File: src/rtl/tmr_irq_pkg.sv
package tmr_irq_pkg;
  localparam int NSRC  = 4;
  localparam int REG_W = 8;
  localparam int SRC_OVF  = 0;
  localparam int SRC_CMPA = 1;
  localparam int SRC_CMPB = 2;
  localparam int SRC_CAP  = 3;

  function automatic int srcBit(input int src);
    case (src)
      SRC_OVF:  return 0;
      SRC_CMPA: return 1;
      SRC_CMPB: return 2;
      default:  return 5;
    endcase
  endfunction

  function automatic logic [REG_W-1:0] validMask();
    logic [REG_W-1:0] m;
    m = '0;
    for (int i = 0; i < NSRC; i++) m[srcBit(i)] = 1'b1;
    return m;
  endfunction

  typedef struct packed {
    logic [NSRC-1:0] setFlag;
    logic [NSRC-1:0] clrFlag;
    logic            maskWe;
    logic [NSRC-1:0] maskVal;
  } strobes_t;
endpackage

File: src/rtl/tmr_irq_ctrl.sv
module tmr_irq_ctrl
  import tmr_irq_pkg::*;
(
  input  logic             clk,
  input  logic             rst_n,
  input  logic             tick,
  input  logic             ovfPulse,
  input  logic             matchA,
  input  logic             matchB,
  input  logic             forceA,
  input  logic             forceB,
  input  logic             capEvent,
  input  logic             atTop,
  input  logic             capIsTop,
  input  logic             wrEn,
  input  logic             addrSel,
  input  logic [REG_W-1:0] wrData,
  input  logic [NSRC-1:0]  ack,
  output strobes_t         stb
);
  localparam logic [REG_W-1:0] VALID = validMask();

  logic pendA, pendB;
  logic flagWr;
  logic unusedIn;

  assign flagWr   = wrEn && !addrSel;
  assign unusedIn = ^{wrData & ~VALID, forceA, forceB};

  // Match conditions are captured on a tick and turn into flags on the next tick.
  always_ff @(posedge clk or negedge rst_n) begin
    if (!rst_n) begin
      pendA <= 1'b0;
      pendB <= 1'b0;
    end else if (tick) begin
      pendA <= matchA;
      pendB <= matchB;
    end
  end

  always_comb begin
    stb.setFlag[SRC_OVF]  = tick && ovfPulse;
    stb.setFlag[SRC_CMPA] = tick && pendA;
    stb.setFlag[SRC_CMPB] = tick && pendB;
    stb.setFlag[SRC_CAP]  = capIsTop ? (tick && atTop) : capEvent;
    stb.maskWe            = wrEn && addrSel;
  end

  for (genvar i = 0; i < NSRC; i++) begin : g_src
    assign stb.clrFlag[i] = ack[i] || (flagWr && wrData[srcBit(i)]);
    assign stb.maskVal[i] = wrData[srcBit(i)];
  end


  force_a_no_set_chk: assert property (@(posedge clk) disable iff (!rst_n)
    (forceA && !pendA) |-> !stb.setFlag[SRC_CMPA]);

  force_b_no_set_chk: assert property (@(posedge clk) disable iff (!rst_n)
    (forceB && !pendB) |-> !stb.setFlag[SRC_CMPB]);

  cmp_on_tick_chk: assert property (@(posedge clk) disable iff (!rst_n)
    (stb.setFlag[SRC_CMPA] || stb.setFlag[SRC_CMPB]) |-> tick);

  pend_hold_chk: assert property (@(posedge clk) disable iff (!rst_n)
    !tick |=> ($stable(pendA) && $stable(pendB)));
endmodule

File: src/rtl/tmr_irq_dp.sv
module tmr_irq_dp
  import tmr_irq_pkg::*;
(
  input  logic             clk,
  input  logic             rst_n,
  input  strobes_t         stb,
  input  logic             addrSel,
  input  logic             globalIe,
  output logic [REG_W-1:0] rdData,
  output logic [NSRC-1:0]  irq
);
  localparam logic [REG_W-1:0] VALID = validMask();

  logic [NSRC-1:0] flag;
  logic [NSRC-1:0] mask;

  for (genvar i = 0; i < NSRC; i++) begin : g_bit
    always_ff @(posedge clk or negedge rst_n) begin
      if (!rst_n)                flag[i] <= 1'b0;
      else if (stb.setFlag[i])   flag[i] <= 1'b1;
      else if (stb.clrFlag[i])   flag[i] <= 1'b0;
    end

    always_ff @(posedge clk or negedge rst_n) begin
      if (!rst_n)         mask[i] <= 1'b0;
      else if (stb.maskWe) mask[i] <= stb.maskVal[i];
    end

    assign irq[i] = flag[i] && mask[i] && globalIe;


    set_wins_chk: assert property (@(posedge clk) disable iff (!rst_n)
      stb.setFlag[i] |=> flag[i]);

    clr_chk: assert property (@(posedge clk) disable iff (!rst_n)
      (stb.clrFlag[i] && !stb.setFlag[i]) |=> !flag[i]);
  end

  always_comb begin
    rdData = '0;
    for (int i = 0; i < NSRC; i++)
      rdData[srcBit(i)] = addrSel ? mask[i] : flag[i];
  end


  rsvd_zero_chk: assert property (@(posedge clk) disable iff (!rst_n)
    (rdData & ~VALID) == '0);

  gie_gate_chk: assert property (@(posedge clk) disable iff (!rst_n)
    !globalIe |-> (irq == '0));
endmodule

File: src/rtl/tmr_irq_unit.sv
module tmr_irq_unit
  import tmr_irq_pkg::*;
(
  input  logic       clk,
  input  logic       rst_n,
  input  logic       wrEn,
  input  logic       addrSel,
  input  logic [7:0] wrData,
  output logic [7:0] rdData,
  input  logic       tick,
  input  logic       ovfPulse,
  input  logic       matchA,
  input  logic       matchB,
  input  logic       forceA,
  input  logic       forceB,
  input  logic       capEvent,
  input  logic       atTop,
  input  logic       capIsTop,
  input  logic       globalIe,
  input  logic       ackOvf,
  input  logic       ackCmpA,
  input  logic       ackCmpB,
  input  logic       ackCap,
  output logic       irqOvf,
  output logic       irqCmpA,
  output logic       irqCmpB,
  output logic       irqCap
);
  strobes_t        stb;
  logic [NSRC-1:0] ackVec;
  logic [NSRC-1:0] irqVec;

  assign ackVec[SRC_OVF]  = ackOvf;
  assign ackVec[SRC_CMPA] = ackCmpA;
  assign ackVec[SRC_CMPB] = ackCmpB;
  assign ackVec[SRC_CAP]  = ackCap;

  assign irqOvf  = irqVec[SRC_OVF];
  assign irqCmpA = irqVec[SRC_CMPA];
  assign irqCmpB = irqVec[SRC_CMPB];
  assign irqCap  = irqVec[SRC_CAP];

  tmr_irq_ctrl u_ctrl (
    .clk(clk), .rst_n(rst_n), .tick(tick), .ovfPulse(ovfPulse),
    .matchA(matchA), .matchB(matchB), .forceA(forceA), .forceB(forceB),
    .capEvent(capEvent), .atTop(atTop), .capIsTop(capIsTop),
    .wrEn(wrEn), .addrSel(addrSel), .wrData(wrData), .ack(ackVec),
    .stb(stb)
  );

  tmr_irq_dp u_dp (
    .clk(clk), .rst_n(rst_n), .stb(stb), .addrSel(addrSel),
    .globalIe(globalIe), .rdData(rdData), .irq(irqVec)
  );
endmodule

File: config.mk
export PLATFORM = sky130hd
export DESIGN_NAME = tmr_irq_unit
export DESIGN_NICKNAME = d
export VERILOG_FILES = /design/src/rtl/tmr_irq_pkg.sv /design/src/rtl/tmr_irq_ctrl.sv /design/src/rtl/tmr_irq_dp.sv /design/src/rtl/tmr_irq_unit.sv
export SDC_FILE = /design/constraint.sdc
export NUM_CORES = 1
export LEC_CHECK = 0
export BUFFER_PORTS_ARGS = -buffer_cell sky130_fd_sc_hd__buf_4
export CAP_MARGIN = 15
export CORE_MARGIN = 2
export CORE_UTILIZATION = 42
export DETAILED_ROUTE_END_ITERATION = 7
export GPL_ROUTABILITY_DRIVEN = 0
export GPL_TIMING_DRIVEN = 0
export PLACE_DENSITY = 0.81
export SLEW_MARGIN = 20
export SYNTH_ARGS = -nofsm -noshare
export SYNTH_HDL_FRONTEND = slang
export SYNTH_SLANG_ARGS = --single-unit
export TNS_END_PERCENT = 1
File: constraint.sdc
create_clock -name clk -period 1.3 [get_ports clk]
set_input_delay 0 -clock clk [delete_from_list [all_inputs] [get_ports clk]]
set_output_delay 0 -clock clk [all_outputs]
set_load 0.01 [all_outputs]
==> run_results.csv <==
group,metric,value,unit
pwr,leakage,0.000471,uW
sta,hold_ws,-0.0102,ns
cells_and_area,nets,117,
clock_network,cts_resized,0,
pwr,p_comb_frac,0.267,
yosys,synth_area_leaders,"dfrtp_1 (46%), mux2_2 (19%), a32o_1 (5.5%)",
yosys,synth_area_per_cell,11.9,um2
cells_and_area,diodes,0,
yosys,synth_enable_flop_cells,0,
outcome,failed_checks,"negative hold slack",
yosys,synth_top_cell_by_area,"dfrtp_1",
critical_path,cp_max_fo,3,
yosys,yosysMostFrequentCell,"dfrtp_1",
yosys,synth_top_area_frac,0.459,
floorplanning,die_w,40.0,um
yosys,ys_types,16,
clock_network,clock_sinks,10,
pwr,p_sw_frac,0.255,
routing,wirelength,1360,um
clock_network,postCtsHoldBufs,11,
global_route,grt_pass1_wl,2230,um
pwr,p_per_area,987,nW/um2
global_route,grt_pass1_vias,505,
sta,period_minus_slack,1.09,ns
place,io_buffers,26,
global_route,grt.total_usage,0.228,
clock_network,clock_latency,0.27,ns
sta,slew_viol_final,0,
floorplanning,core_area,1160,um2
critical_path,end_kind,"primary output",
sta,setup_violations,0,
yosys,synth-seq-cells,10,
sta,fin_crit_sh,0.840,
routing,wl_per_cell,13.1,um
yosys,yosysSeqAreaShare,0.459,
critical_path,required,1.30,ns
clock_network,clkTransAtPathRegs,0.07,ns
sta,hold_viol,1,
outcome,status,"complete, but fails checks",
routing,drc,0,
clock_network,postCtsSetupBuffers,0,
cells_and_area,areaGrowthSynthToFinish,67.9,%
global_route,grt_max_degree,11,
pwr,p_int,674,uW
yosys,syn_inst,46,
pwr,switching_power,230,uW
cells_and_area,final_cells,104,
pwr,power.ir.vdd_worst,614,uV
pwr,p_clk_frac,0.320,
sta,max_freq,916,MHz
yosys,netlist_area,546,um2
global_route,overflow,0,
yosys,ys_async_sr_fraction,1.00,
clock_network,cts-root-buf,"clkbuf_4",
sta,grt_setup_unrepaired,"false",
routing,drt-pass1-iter-count,4,
routing,vias,501,
routing,ant_nets,0,
floorplanning,dieArea,1600,um2
clock_network,cts_tree,"done",
floorplanning,initial_core_util,0.472,
global_route,grt_antenna_before_repair,0,
floorplanning,rows,12,
routing,routed_via_density,4.82,
job,cap_violations,0,
place,dp_hpwl,938,um
floorplanning,ioPinCount,38,
cells_and_area,drive_gt1_frac,0.511,
critical_path,crit_type,"reg -> out",
sta,clock-skew-final,0.000120,ns
sta,tns,0,ns
pwr,p_seq_frac,0.413,
clock_network,cts_htree_levels,1,
yosys,yosys_most_used_dff,"dfrtp_1",
critical_path,worstPathArrival,1.09,ns
yosys,synth-warning-count,0,
clock_network,cts.path.max_buffers,2,
routing,drtIter0Drc,13,
yosys,synthTopCellsByCount,"dfrtp_1 (10), mux2_2 (9), and3_1 (4), buf_4 (4), inv_1 (4)",
critical_path,startpoint_type,"register",
min_path,min_path_type,"in -> reg",
floorplanning,die_h,40.0,um
clock_network,cts_buffers,3,
place,dp.cells,89,
## worst max-delay path, cell delays in order, from the launching register on
cell and delay [ns]:
dfrtp_1 0.41, mux2_2 0.27, buf_4 0.14
## final cells by class
type                       count  area, um2
clock buffer                   4       36.3
sequential                    10        250
multi-input combinational     30        250
buffer                         5       41.3
inverter                       4       15.0
timing repair buffer          37        305
tap                           14       17.5
fill                          77        240
## per-stage QoR
step	area [um2]	power (uW)	util	setup slack, ns
global route	916	952	0.792	0.178
detailed placement	769	594	0.666	0.520
finish	916	904	0.792	0.208
CTS	916	906	0.792	0.220
global placement	769	586	0.666	0.533
floorplan	557	482	-	0.570
## layer usage
metal | share of wire | track usage | up-vias
met3 | 0.071 | 0.0833 | 5
met4 | 0.024 | 0.129 | 0
met2 | 0.51 | 0.367 | 20
li1 | - | - | 246
met5 | 0 | 0 | -
met1 | 0.40 | 0.258 | 230
## cells in the final DEF, fill, tap and decap left out
cell,Yosys,routed
clkbuf_4,0,3
nand3b_1,3,3
a32o_1,3,3
o21ai_0,1,1
inv_1,4,4
and3_1,4,4
nand2b_1,1,1
conb_1,1,4
clkbuf_8,0,1
buf_6,1,1
and3b_1,1,1
nand2_4,1,1
nand3_1,1,1
o311ai_2,1,1
dfrtp_1,10,10
mux2_2,9,9
nand2_1,1,1
buf_4,4,30
dlygate4sd3_1,0,11
## cells by family (layout without fill, tap and decap cells)
kind of cell    after synthesis  count (layout)  synth area share
simple gates                 12              12             0.151
flops                        10              10             0.459
mux                           9               9             0.186
buf+inv                       9              50             0.103
compound gates                5               5            0.0940
other cells                   1               4           0.00687
## sequential cells by signal, summed over array words and instances (netlist names)
register / flops
u_dp.mask: 4
u_dp.flag: 4
u_ctrl.pendA: 1
u_ctrl.pendB: 1
## path summary, 6_finish.rpt
check,startpoint,end,slack [ns],cells after the start
worst max-delay path,u_dp.flag[0],rdData[0],0.21,2
worst min-delay path,capIsTop,u_dp.flag[3],-0.01,3
worst max register to register,u_dp.mask[3],u_dp.mask[3],0.53,1
worst min register to register,u_ctrl.pendA,u_dp.flag[1],0.50,1
max in group asynchronous,rst_n,u_dp.flag[1],1.06,2
min in group asynchronous,rst_n,u_dp.flag[0],0.10,2
## power by group through the flow
stage	clock [uW]	combinational (uW)	sequential [uW]
2_1_floorplan	0	111	371
3_3_place_gp	0	211	376
3_5_place_dp	0	215	378
4_1_cts	290	243	373
5_1_grt	312	264	376
6_report	289	241	374
Power figures use the tool's default switching activity.
